## src/rtl/byte_rev_pkg.sv

```systemverilog
package byte_rev_pkg;

  // Reversal variant chosen by the decoder
  typedef enum logic [1:0] {
    MODE_NONE = 2'd0,   // no data produced (unrecognised or undefined)
    MODE_HALF = 2'd1,   // 32-bit operand, one 32-bit container
    MODE_PAIR = 2'd2,   // 64-bit operand, two 32-bit containers
    MODE_FULL = 2'd3    // 64-bit operand, one 64-bit container
  } revMode_e;

  // Strobes from control to datapath
  typedef struct packed {
    logic     capture;
    logic     recognised;
    logic     undef;
    revMode_e mode;
  } ctrlStrobe_t;

endpackage

```

## src/rtl/byte_rev_ctrl.sv

```systemverilog
module byte_rev_ctrl
  import byte_rev_pkg::*;
#(
  parameter int INSTR_W = 32,
  parameter int IDX_W   = 5
) (
  input  logic               inValid,
  input  logic [INSTR_W-1:0] instrWord,
  output ctrlStrobe_t        strobe,
  output logic [IDX_W-1:0]   srcIdxNext,
  output logic [IDX_W-1:0]   dstIdxNext
);

  localparam int WIDE_BIT  = INSTR_W - 1;
  localparam int CONT_BIT  = 2 * IDX_W;
  localparam int FIX_LO    = CONT_BIT + 1;
  localparam int FIX_W     = WIDE_BIT - FIX_LO;
  // Fixed bits 30:11, MSB first: 1, 0, 11010110, 00000, 0000, 1
  localparam logic [FIX_W-1:0] FIX_PATTERN = {1'b1, 1'b0, 8'hD6, 5'b00000, 4'b0000, 1'b1};

  logic wideOp;
  logic bigCont;
  logic matchFix;
  logic illegal;

  always_comb begin
    wideOp   = instrWord[WIDE_BIT];
    bigCont  = instrWord[CONT_BIT];
    matchFix = (instrWord[WIDE_BIT-1:FIX_LO] == FIX_PATTERN);
    illegal  = matchFix && !wideOp && bigCont;

    strobe.capture    = inValid;
    strobe.recognised = matchFix;
    strobe.undef      = illegal;
    if (!matchFix || illegal) begin
      strobe.mode = MODE_NONE;
    end else if (!wideOp) begin
      strobe.mode = MODE_HALF;
    end else if (!bigCont) begin
      strobe.mode = MODE_PAIR;
    end else begin
      strobe.mode = MODE_FULL;
    end

    srcIdxNext = instrWord[2*IDX_W-1:IDX_W];
    dstIdxNext = instrWord[IDX_W-1:0];
  end

endmodule

```

## src/rtl/byte_rev_dpath.sv

```systemverilog
module byte_rev_dpath
  import byte_rev_pkg::*;
#(
  parameter int DATA_W = 64,
  parameter int BYTE_W = 8,
  parameter int IDX_W  = 5
) (
  input  logic              clk,
  input  logic              rst,
  input  ctrlStrobe_t       strobe,
  input  logic [DATA_W-1:0] srcOperand,
  input  logic [IDX_W-1:0]  srcIdxNext,
  input  logic [IDX_W-1:0]  dstIdxNext,
  output logic              outValid,
  output logic [DATA_W-1:0] result,
  output logic [IDX_W-1:0]  srcIdx,
  output logic [IDX_W-1:0]  dstIdx,
  output logic              recognised,
  output logic              undefFlag
);

  localparam int HALF_W     = DATA_W / 2;
  localparam int BYTES_FULL = DATA_W / BYTE_W;
  localparam int BYTES_HALF = HALF_W / BYTE_W;

  logic [DATA_W-1:0] fullRev;
  logic [DATA_W-1:0] pairRev;
  logic [DATA_W-1:0] resultNext;

  // One container spanning the whole operand
  for (genvar b = 0; b < BYTES_FULL; b++) begin : g_full
    assign fullRev[b*BYTE_W +: BYTE_W] = srcOperand[(BYTES_FULL-1-b)*BYTE_W +: BYTE_W];
  end

  // Two independent half-width containers
  for (genvar c = 0; c < 2; c++) begin : g_cont
    for (genvar b = 0; b < BYTES_HALF; b++) begin : g_byte
      assign pairRev[c*HALF_W + b*BYTE_W +: BYTE_W] =
        srcOperand[c*HALF_W + (BYTES_HALF-1-b)*BYTE_W +: BYTE_W];
    end
  end

  always_comb begin
    unique case (strobe.mode)
      MODE_HALF: resultNext = {{HALF_W{1'b0}}, pairRev[HALF_W-1:0]};
      MODE_PAIR: resultNext = pairRev;
      MODE_FULL: resultNext = fullRev;
      default:   resultNext = '0;
    endcase
  end

  always_ff @(posedge clk) begin
    if (rst) begin
      outValid   <= 1'b0;
      result     <= '0;
      srcIdx     <= '0;
      dstIdx     <= '0;
      recognised <= 1'b0;
      undefFlag  <= 1'b0;
    end else begin
      outValid <= strobe.capture;
      if (strobe.capture) begin
        result     <= resultNext;
        srcIdx     <= srcIdxNext;
        dstIdx     <= dstIdxNext;
        recognised <= strobe.recognised;
        undefFlag  <= strobe.undef;
      end
    end
  end

endmodule

```

## src/rtl/byte_rev_unit.sv

```systemverilog
module byte_rev_unit
  import byte_rev_pkg::*;
#(
  parameter int INSTR_W = 32,
  parameter int DATA_W  = 64,
  parameter int BYTE_W  = 8,
  parameter int IDX_W   = 5
) (
  input  logic               clk,
  input  logic               rst,
  input  logic               inValid,
  input  logic [INSTR_W-1:0] instrWord,
  input  logic [DATA_W-1:0]  srcOperand,
  output logic               outValid,
  output logic [DATA_W-1:0]  result,
  output logic [IDX_W-1:0]   srcIdx,
  output logic [IDX_W-1:0]   dstIdx,
  output logic               recognised,
  output logic               undefFlag
);

  ctrlStrobe_t        strobe;
  logic [IDX_W-1:0]   srcIdxNext;
  logic [IDX_W-1:0]   dstIdxNext;

  byte_rev_ctrl #(.INSTR_W(INSTR_W), .IDX_W(IDX_W)) u_ctrl (
    .inValid    (inValid),
    .instrWord  (instrWord),
    .strobe     (strobe),
    .srcIdxNext (srcIdxNext),
    .dstIdxNext (dstIdxNext)
  );

  byte_rev_dpath #(.DATA_W(DATA_W), .BYTE_W(BYTE_W), .IDX_W(IDX_W)) u_dpath (
    .clk        (clk),
    .rst        (rst),
    .strobe     (strobe),
    .srcOperand (srcOperand),
    .srcIdxNext (srcIdxNext),
    .dstIdxNext (dstIdxNext),
    .outValid   (outValid),
    .result     (result),
    .srcIdx     (srcIdx),
    .dstIdx     (dstIdx),
    .recognised (recognised),
    .undefFlag  (undefFlag)
  );

endmodule

```

## config.mk

```make
export PLATFORM = sky130hd
export DESIGN_NAME = byte_rev_unit
export DESIGN_NICKNAME = d
export VERILOG_FILES = /design/src/rtl/byte_rev_pkg.sv /design/src/rtl/byte_rev_ctrl.sv /design/src/rtl/byte_rev_dpath.sv /design/src/rtl/byte_rev_unit.sv
export SDC_FILE = /design/constraint.sdc
export NUM_CORES = 1
export LEC_CHECK = 0
export BUFFER_PORTS_ARGS = -buffer_cell sky130_fd_sc_hd__buf_4
export CORE_MARGIN = 8
export CORE_UTILIZATION = 47
export DETAILED_ROUTE_END_ITERATION = 7
export PLACE_DENSITY = 0.91
export SKIP_LAST_GASP = 1
export SYNTH_ARGS = -nofsm -noshare
export SYNTH_HDL_FRONTEND = slang
export SYNTH_HIERARCHICAL = 1
export SYNTH_SLANG_ARGS = --single-unit
export TNS_END_PERCENT = 20
```

## constraint.sdc

```tcl
create_clock -name clk -period 2.4 [get_ports clk]
set_input_delay 0.24 -clock clk [delete_from_list [all_inputs] [get_ports clk]]
set_output_delay 0.24 -clock clk [all_outputs]
set_load 0.02 [all_outputs]
```

==> flow_summary.toml <==
[clock_network]
postCtsHoldBufs = 0
numCtsBuffers = 9
htreeDepth = 3
path_clk_slew_ps = 80
clk_latency_ps = 340
cts_resized = 0
postCtsSetupRepairBufs = 0
clk_path_buf_depth = 2
cts.sinks = 77
cts-root-buf = "clkbuf_8"
cts_tree = "built"

[critical_path]
critPathMaxFanout = 14
worst_setup_path_end_kind = "flip-flop"
startpoint_type = "input pin"
cp.arrival_ps = 2250
criticalPathCategory = "in -> reg"
rr_worst_depth = 3
crit_required_ps = 2650

[timing]
max_freq_ghz = 0.499
slew_headroom = 0.427
finalSetupTns_ps = 0
rsz0062_at_grt = "no"
worst_slew_pin_slew_ps = 860
post-route-min-period_ps = 2010
setup_violations = 0
fin_crit_sh = 0.836
hold_viol = 0
skew_ps = 0
hold_ws_ps = 130
finalMaxSlewViolations = 0

[synthesis]
syn_nets = 504
ys_types = 28
yosysWarnings = 6
synth_cells = 405
syn_area_sq_um = 3840
avgSynthCellArea_sq_um = 9.48
ys_seq_area_frac = 0.402
synth.ff_latch_count = 77

[pwr]
leakage_uw = 0.00229
power_density_nw_per_um2 = 529
total_power_uw = 2850
peakVddDrop_uv = 333

[run]
max_cap_violations = 0

[global_routing]
grt.met1_usage = 0.226
grt_pass1_vias = 3732
grtUsageTotal = 0.199
gr-usage-met2 = 0.349
grt_pass1_wl_mm = 18.5
grt_max_degree = 78
overflow = 0
top_usage_layer = "met2"
gr-usage-met3 = 0.0587
antenna_found_initial = 0

[worst_hold_path]
holdCritPathClass = "in -> reg"
hold_path_depth = 3

[floorplanning]
die_y_um = 106
rows = 33
coreArea_sq_um = 8050
chipWidth_um = 106
initial_core_util = 0.477
die_area_sq_um = 11300
ios = 176

[status]
outcome = "completed"

[layout]
multi_input_area_sq_um = 2030
drive_gt1_frac = 0.495
areaGrowthSynthToFinish_pct = 40.3
layout.nets = 654
diodes = 0
seq_area_sq_um = 1540
utilization = 0.669
fillers = 671

[placed_design]
numPortBuffers = 175
routabilityCongestion = 0.784
dp_hpwl_mm = 8.66

[detailed_routing]
drc = 0
ant_nets = 0
via_per_inst = 5.25
wl_mm = 11.6
drt_first_pass_iters = 4
first_iter_violations = 178
vias = 3492
routedWlPerCell_um = 17.5
[placed cells by master (no fill, tap or decap), drive strengths merged]
master    n
nor4b     2
nand4     1
a211oi   32
nor2     77
inv       1
nor2b    33
mux2     46
dfxtp    77
a22oi    32
nand4b    1
clkinv    2
and4b     1
bufinv    2
xor2      2
mux2i    12
buf     188
a21oi    32
clkbuf   12
and2      2
nor4      2
and2b     1
nor3      2
[final timing paths]
path / from / end / slack [ps]
max: instrWord[15] / u_dpath/result[13] / 390
min: instrWord[3] / u_dpath/dstIdx[3] / 130
max reg2reg: u_dpath/result[36] / u_dpath/result[36] / 1630
min reg2reg: u_dpath/result[21] / u_dpath/result[21] / 490
[registers in the layout, summed over array words and instances (netlist names)]
signal / cells
u_dpath/dstIdx: 5
u_dpath/outValid: 1
u_dpath/recognised: 1
u_dpath/result: 64
u_dpath/srcIdx: 5
u_dpath/undefFlag: 1
[critical path, cell delays in order]
cell	delay, ps
buf_4	120
nor4_2	300
nand4_2	210
nor3_2	190
buf_4	220
and2b_1	500
a22oi_1	170
a211oi_1	290
[area by class of cell]
cell class                      instances  area share
Clock buffer                           12      0.0288
Timing Repair Buffer                  188       0.269
Tap cell                              105      0.0244
Inverter                                1    0.000697
Multi-Input combinational cell        278       0.378
Clock inverter                          4      0.0130
Sequential cell                        77       0.286
[through the flow]
stage	instance area (sq um)	worst slack [ps]	instances
3_3_place_gp	5160	125	649
6_report	5390	395	665
5_1_grt	5390	202	665
4_1_cts	5390	425	665
3_5_place_dp	5160	50.7	649
2_1_floorplan	3840	167	405
[cells in the mapped netlist (all sizes together)]
library cell	n	area, sq um
mux2	46	518
a22oi	32	290
a21oi	32	160
and4b	1	10.0
nor2b	33	206
buf	33	209
nor2	77	289
nand4	1	12.5
mux2i	12	120
nor4	2	33.8
and2b	1	7.51
nor3	2	10.0
xor2	2	25.0
dfxtp	77	1540
inv	1	3.75
nor4b	2	30.0
a211oi	32	290
clkbuf	16	60.1
nand4b	1	8.76
and2	2	12.5
[power by group]
group | switching (uW) | total [uW] | internal, uW
registers | 20.7 | 1330 | 1310
clock network | 465 | 1110 | 640
logic | 196 | 409 | 214
[per-layer routing]
metal / share of wire / up-vias / wire (um)
met5: 0 / - / 0
met4: 0.012 / 0 / 141
met3: 0.071 / 14 / 821
met2: 0.51 / 102 / 5930
met1: 0.41 / 1657 / 4710
li1: - / 1719 / -
[cell families after synthesis]
group,synth area share
buffers and inverters,0.0711
xor gates and xnor gates,0.00652
and+or+nand+nor,0.162
DFF,0.402
AOI/OAI and AO/OA,0.193
muxes,0.166
Note: power is estimated with default switching activity, not from simulation.
